--- src/rtl/rtcpin_pkg.sv ---
package rtcpin_pkg;
  typedef enum logic [1:0] {
    PIN_LEVEL = 2'd0,
    PIN_FTEST = 2'd1,
    PIN_IRQ   = 2'd2
  } pin_mode_e;
endpackage

--- src/rtl/rtcpin_rst_sync.sv ---
module rtcpin_rst_sync #(
  parameter int STAGES = 2
) (
  input  logic clk,
  input  logic rst_n,
  output logic rst_sync_n
);
  localparam int LAST = STAGES - 1;

  logic [LAST:0] chain_q;
  logic [LAST:0] chain_d;

  generate
    if (STAGES == 1) begin : g_one
      always_comb chain_d = 1'b1;
    end else begin : g_many
      always_comb chain_d = {chain_q[LAST-1:0], 1'b1};
    end
  endgenerate

  always_ff @(posedge clk or negedge rst_n) begin
    if (!rst_n) chain_q <= '0;
    else        chain_q <= chain_d;
  end

  assign rst_sync_n = chain_q[LAST];
endmodule

--- src/rtl/rtcpin_mode_dec.sv ---
module rtcpin_mode_dec
  import rtcpin_pkg::*;
#(
  parameter int WDOG_W = 8
) (
  input  logic              stop_bit,
  input  logic              ft_bit,
  input  logic              alarm_en,
  input  logic              wd_steer,
  input  logic [WDOG_W-1:0] wd_value,
  output pin_mode_e         mode
);
  logic wd_live;
  logic irq_sel;
  logic ft_sel;

  always_comb begin
    wd_live = |wd_value;
    irq_sel = alarm_en | (wd_live & ~wd_steer);
    ft_sel  = ~irq_sel & ft_bit & ~stop_bit;
    if (irq_sel)     mode = PIN_IRQ;
    else if (ft_sel) mode = PIN_FTEST;
    else             mode = PIN_LEVEL;
  end
endmodule

--- src/rtl/rtcpin_ft_bit.sv ---
module rtcpin_ft_bit (
  input  logic clk,
  input  logic rst_n,
  input  logic pwr_down,
  input  logic wr_en,
  input  logic wr_val,
  output logic ft_q
);
  logic ft_d;

  always_comb begin
    ft_d = ft_q;
    if (pwr_down)   ft_d = 1'b0;
    else if (wr_en) ft_d = wr_val;
  end

  always_ff @(posedge clk or negedge rst_n) begin
    if (!rst_n) ft_q <= 1'b0;
    else        ft_q <= ft_d;
  end

  AST_PWRDN_CLEARS: assert property (@(posedge clk) disable iff (!rst_n)
    pwr_down |=> !ft_q);
  AST_FT_WRITE: assert property (@(posedge clk) disable iff (!rst_n)
    (wr_en && !pwr_down) |=> (ft_q == $past(wr_val)));
endmodule

--- src/rtl/rtcpin_sq_div.sv ---
module rtcpin_sq_div (
  input  logic clk,
  input  logic rst_n,
  input  logic run,
  input  logic tick,
  output logic sq_high
);
  logic sq_d;
  logic step_en;

  always_comb begin
    step_en = run & tick;
    sq_d    = sq_high;
    if (!run)        sq_d = 1'b1;
    else if (step_en) sq_d = ~sq_high;
  end

  always_ff @(posedge clk or negedge rst_n) begin
    if (!rst_n) sq_high <= 1'b1;
    else        sq_high <= sq_d;
  end

  AST_SQ_STEP: assert property (@(posedge clk) disable iff (!rst_n)
    (run && tick) |=> (sq_high != $past(sq_high)));
  AST_SQ_HOLD: assert property (@(posedge clk) disable iff (!rst_n)
    (run && !tick) |=> $stable(sq_high));
  AST_SQ_IDLE_HIGH: assert property (@(posedge clk) disable iff (!rst_n)
    !run |=> sq_high);
endmodule

--- src/rtl/rtc_pin_selector.sv ---
module rtc_pin_selector
  import rtcpin_pkg::*;
#(
  parameter int WDOG_W = 8
) (
  input  logic              clk,
  input  logic              rst_n,
  input  logic              stop_bit,
  input  logic              ft_wr_en,
  input  logic              ft_wr_val,
  input  logic              pwr_down,
  input  logic              out_bit,
  input  logic              alarm_en,
  input  logic              wd_steer,
  input  logic [WDOG_W-1:0] wd_value,
  input  logic              irq_req,
  input  logic              tick_half,
  output logic              pull_low,
  output logic [1:0]        mode_o
);
  logic      rst_s_n;
  logic      ft_q;
  logic      sq_high;
  pin_mode_e mode_d;
  pin_mode_e mode_q;
  logic      pull_d;
  logic      ft_run;

  rtcpin_rst_sync #(.STAGES(2)) u_rst (
    .clk(clk), .rst_n(rst_n), .rst_sync_n(rst_s_n)
  );

  rtcpin_ft_bit u_ft (
    .clk(clk), .rst_n(rst_s_n), .pwr_down(pwr_down),
    .wr_en(ft_wr_en), .wr_val(ft_wr_val), .ft_q(ft_q)
  );

  rtcpin_mode_dec #(.WDOG_W(WDOG_W)) u_dec (
    .stop_bit(stop_bit), .ft_bit(ft_q), .alarm_en(alarm_en),
    .wd_steer(wd_steer), .wd_value(wd_value), .mode(mode_d)
  );

  assign ft_run = (mode_d == PIN_FTEST);

  rtcpin_sq_div u_div (
    .clk(clk), .rst_n(rst_s_n), .run(ft_run), .tick(tick_half), .sq_high(sq_high)
  );

  always_comb begin
    unique case (mode_d)
      PIN_IRQ:   pull_d = irq_req;
      PIN_FTEST: pull_d = ~sq_high;
      default:   pull_d = ~out_bit;
    endcase
  end

  always_ff @(posedge clk or negedge rst_s_n) begin
    if (!rst_s_n) begin
      mode_q   <= PIN_LEVEL;
      pull_low <= 1'b0;
    end else begin
      mode_q   <= mode_d;
      pull_low <= pull_d;
    end
  end

  assign mode_o = mode_q;

  AST_RESET_RELEASED: assert property (@(posedge clk)
    !rst_s_n |-> (!pull_low && mode_q == PIN_LEVEL));
  AST_IRQ_FOLLOWS: assert property (@(posedge clk) disable iff (!rst_s_n)
    (mode_d == PIN_IRQ) |=> (pull_low == $past(irq_req)));
  AST_ALARM_WINS: assert property (@(posedge clk) disable iff (!rst_s_n)
    alarm_en |=> (mode_q == PIN_IRQ));
  AST_LEVEL_FOLLOWS: assert property (@(posedge clk) disable iff (!rst_s_n)
    (mode_d == PIN_LEVEL) |=> (pull_low == !$past(out_bit)));
  AST_FT_NEEDS_RUN: assert property (@(posedge clk) disable iff (!rst_s_n)
    (mode_q == PIN_FTEST) |-> (ft_q || $past(ft_q)));
endmodule

--- config.mk ---
export PLATFORM = sky130hd
export DESIGN_NAME = rtc_pin_selector
export DESIGN_NICKNAME = d
export VERILOG_FILES = /design/src/rtl/rtcpin_pkg.sv /design/src/rtl/rtcpin_rst_sync.sv /design/src/rtl/rtcpin_mode_dec.sv /design/src/rtl/rtcpin_ft_bit.sv /design/src/rtl/rtcpin_sq_div.sv /design/src/rtl/rtc_pin_selector.sv
export SDC_FILE = /design/constraint.sdc
export NUM_CORES = 1
export LEC_CHECK = 0
export ABC_AREA = 1
export BUFFER_PORTS_ARGS = -buffer_cell sky130_fd_sc_hd__buf_2
export CORE_AREA = 2 2 39 41
export CTS_CLUSTER_SIZE = 8
export DETAILED_ROUTE_END_ITERATION = 8
export DIE_AREA = 0 0 41 43
export PLACE_DENSITY = 0.59
export SYNTH_ARGS = -nofsm -noshare
export SYNTH_HDL_FRONTEND = slang
export SYNTH_SLANG_ARGS = --single-unit
--- constraint.sdc ---
create_clock -name clk -period 0.8 [get_ports clk]
set_clock_uncertainty 0.1 [all_clocks]
set_input_delay 0.04 -clock clk [delete_from_list [all_inputs] [get_ports clk]]
set_output_delay 0.04 -clock clk [all_outputs]
set_load 0.02 [all_outputs]
==> out/results.txt <==
Using the TritonRoute via totals, the vias-per-cell ratio works out to 3.78. Ranked by instance count, the synthesized netlist is headed by sky130_fd_sc_hd__dfrtp_1, sky130_fd_sc_hd__inv_1, sky130_fd_sc_hd__nor2_1. Routability-driven placement finished with a final weighted congestion of 0.643. Detailed routing inserted a total of 302 vias. The required time reported for the critical path endpoint is 890 ps. STA classifies the critical path endpoint as a register. The synthesized netlist devotes 2.83% of its cell area to XOR and XNOR gates. The fraction of synthesis flops using an asynchronous set or reset pin works out to 100%.

The global-route wire length before repair was 1040 um. The tools report the total number of clock tree sinks as 7. The number of enable flip-flop cells after synthesis is 0, and the netlist area before placement is 309 sq um. Of all cell types, the one taking the most synthesized area is sky130_fd_sc_hd__dfrtp_1.

The area growth from synthesis to final layout was 72.9%; the number of nets with antenna violations after detailed routing was 0. The run gives 0.988 mV as the worst-case vdd ir drop. The tools report the deepest clock path buffer count as 2.

TritonCTS built the clock tree. From bottom edge to top edge, the die measures 43 um. By startpoint and endpoint, the worst setup path is classified as reg -> reg. For this run, the leading register cell type out of synthesis is sky130_fd_sc_hd__dfrtp_1. Counting cells, the worst reg-to-reg path comes to 6. The clock latency on the worst-skew pair was 250 ps; the number of cells on the worst hold path was 2. Cells with a size suffix above 1 make up 56.3% of the layout. After synthesis, the cell types taking the most area are sky130_fd_sc_hd__dfrtp_1, sky130_fd_sc_hd__dfstp_2, sky130_fd_sc_hd__inv_1. The first detailed-routing pass ran for 2 iterations. Number of H-tree levels: 1. The post-synthesis compound-gate area fraction works out to 5.26%.

The worst path in the final design needs a cycle of 1010 ps, including I/O delays and setup. The minimum setup slack in the final design came out at -214 ps. The startpoint of the tightest hold check path was pwr_down. The initial antenna violation count was 0. The final instance area is 534 sq um, and the total routing resource utilization after global routing is 9.20%. The first routing iteration left 2 violations. Once placement completed, the tool counted placed cells totaling 74.

Based on the critical path, the design can be clocked at up to 0.986 GHz. The min-delay analysis places its worst path in the category in -> reg. The run gives -645 ps as the summed negative setup slack over all endpoints.

The logs give 80 for the count of non-filler cells in the finished layout and 1100 ps for the data arrival time at the worst-slack endpoint. The count of pins over their slew limit is 0. The via count of the first global-routing pass is 291.

The worst register-to-register path begins at u_ft.ft_q. The power density over the cells is 1570 nW/um^2. After detailed routing, the number of remaining DRC violations is 0. The run finished, with violations left. Counting distinct cell types in the post-synthesis netlist gives 14. The launching element type of the critical path was a register.

The final layout contains routed wiring with a total length of 570 um. In this run, post-CTS hold repair placed 2 buffers. Along the worst path, the maximum fanout reaches 2. Number of top-level pins: 22. Counting stages on the worst path, the most repeated cell is sky130_fd_sc_hd__nand2_1. In the finished design, the share of the clock period the worst path needs comes to 127%.

The maximum number of pins on one net before global-route repair was 6. The number of buffer cells added on primary ports is 21, and the starting utilization of the core area is 22.3%. The multi-input combinational cells in the finished layout cover a total of 123 sq um. The buffer cell driving the clock tree root is sky130_fd_sc_hd__clkbuf_4. After clock tree synthesis, the clock-pin slew on the worst setup and hold paths is 50 ps. The area of the placeable core is 1380 sq um, and the number of fillers in the final layout is 140. The floorplan step defined a die boundary enclosing 1760 sq um.

The mux contribution to synthesized area was 0%; the cell leakage power was 0.286 nW. The signal on the critical path passes through inv_2 > nor2_2 > or2_4 > nand3_2 > nand2_1 > nand2_1. The dominant combinational cell family by area after synthesis was simple AND/OR/NAND/NOR gates. Synthesis produced 34 cells. Final hold slack: -151 ps. The number of maximum-capacitance constraint violations is 0, and the total setup violations reported at the end of the flow is 7. On the worst path, the slowest cell contributes a delay of 380 ps. The run gives 0 as the number of warnings issued by yosys.

The synthesized design contains 7 register bits. For this run, the post-layout net count is 84. Summing all placed instances gives a cell area of 467 sq um.

Area share of the largest cell type after synthesis: 48.6%. Sequential cells were found to cover 57.1% of the synthesized design area. Counting the buffers created by CTS gives 3. The sequential cell area in the final layout was 176 sq um; the mean area per synthesized cell was 9.09 sq um.

The number of nets handed over by synthesis was 53. The horizontal extent of the die works out to 41 um. For this design, the slowest cell found on the critical path is sky130_fd_sc_hd__dfrtp_1. After Yosys synthesis, full adders, half adders and majority gates account for 0% of the synthesized area. Global routing finished with a remaining overflow of 0. Of the total synthesized cell area, the portion taken by AND, OR, NAND and NOR gates is 26.3%.

In the final routed layout, each cell accounts on average for 7.13 um. The final reports fail on negative hold slack, negative setup slack. The tools report the number of antenna cells inserted as 0. Row generation in the floorplan step produced 14 rows. The total count of hold-check failures in the final report is 8. Setup repair after global routing could not meet its margin everywhere.

In this run the worst setup path begins at u_ft.ft_q. Once layout is complete, the utilization of the core stands at 38.6%.
[flip-flops by register name, summed over array words and instances, names as in the netlist]
name / count
mode_o: 2
pull_low: 1
u_div.sq_high: 1
u_ft.ft_q: 1
u_rst.chain_q: 2
[cell families after synthesis]
group	Yosys count
compound gates	2
flops	7
xor+xnor	1
buf+inv	6
other cells	1
simple gates	17
[per-stage QoR]
stage	power [W]	setup slack, ps
global placement	0.000510	-193
CTS	0.000858	-215
detailed placement	0.000511	-205
floorplan	0.000441	-195
global route	0.000913	-265
finish	0.000837	-214
[power by group]
group	internal [W]	switching, W
sequential	0.000372	0.0000106
clock	0.000190	0.000123
combinational	0.0000836	0.0000582
total	0.000646	0.000192
[worst max-delay path: cells and delay by family (launching register included)]
kind | cells | cell delay, ps
buf+inv | 1 | 60
simple gates | 5 | 420
flops | 1 | 380
[cell usage in the layout, fill, tap and decap left out]
cell type and instances:
sky130_fd_sc_hd__buf_4 3, sky130_fd_sc_hd__nand4_1 2, sky130_fd_sc_hd__xnor2_1 1, sky130_fd_sc_hd__or2_4 1, sky130_fd_sc_hd__nand3_2 1, sky130_fd_sc_hd__nand2_1 5
sky130_fd_sc_hd__a211oi_1 1, sky130_fd_sc_hd__nor2_1 4, sky130_fd_sc_hd__dfstp_2 1, sky130_fd_sc_hd__nor3_2 1, sky130_fd_sc_hd__nand2_2 1, sky130_fd_sc_hd__dlygate4sd3_1 2
sky130_fd_sc_hd__clkbuf_1 1, sky130_fd_sc_hd__buf_6 3, sky130_fd_sc_hd__conb_1 1, sky130_fd_sc_hd__inv_2 1, sky130_fd_sc_hd__dfrtp_1 6, sky130_fd_sc_hd__nor2_2 2
sky130_fd_sc_hd__buf_2 18, sky130_fd_sc_hd__inv_1 5, sky130_fd_sc_hd__o21ai_2 1, sky130_fd_sc_hd__clkbuf_4 3
[what timing repair did]
item / 4_1_cts / 5_1_grt
resized for setup: 6 / 1
endpoints found under the setup margin: 7 / 7
endpoints found under the hold margin: 11 / 9
pin swaps: 2 / 4
setup buffers: 1 / 1
[layer usage]
layer  wire [um]  vias to the layer above  GRT usage [%]
li1            -                      163              -
met1         232                      126           9.54
met2         283                       13           13.8
met3          54                        0           7.85
met4           0                        0           2.00
met5           0                        -              0
[layout make-up]
cell class              instances  area share, %
multi-input cells              21           23.0
repair buffers                 26           31.1
flip-flops and latches          7           33.0
inverters                       6           4.22
well taps                      16           3.75
clock buffers                   4           4.92
[path summary, 6_finish.rpt]
path | endpoint | slack (ps)
max | pull_low | -210
max reg2reg | pull_low | -210
min in group asynchronous | mode_o[0] | -20
min reg2reg | mode_o[0] | -20
min | u_ft.ft_q | -150
max in group asynchronous | u_div.sq_high | 370
No activity file was read; power rests on OpenSTA's default activity.
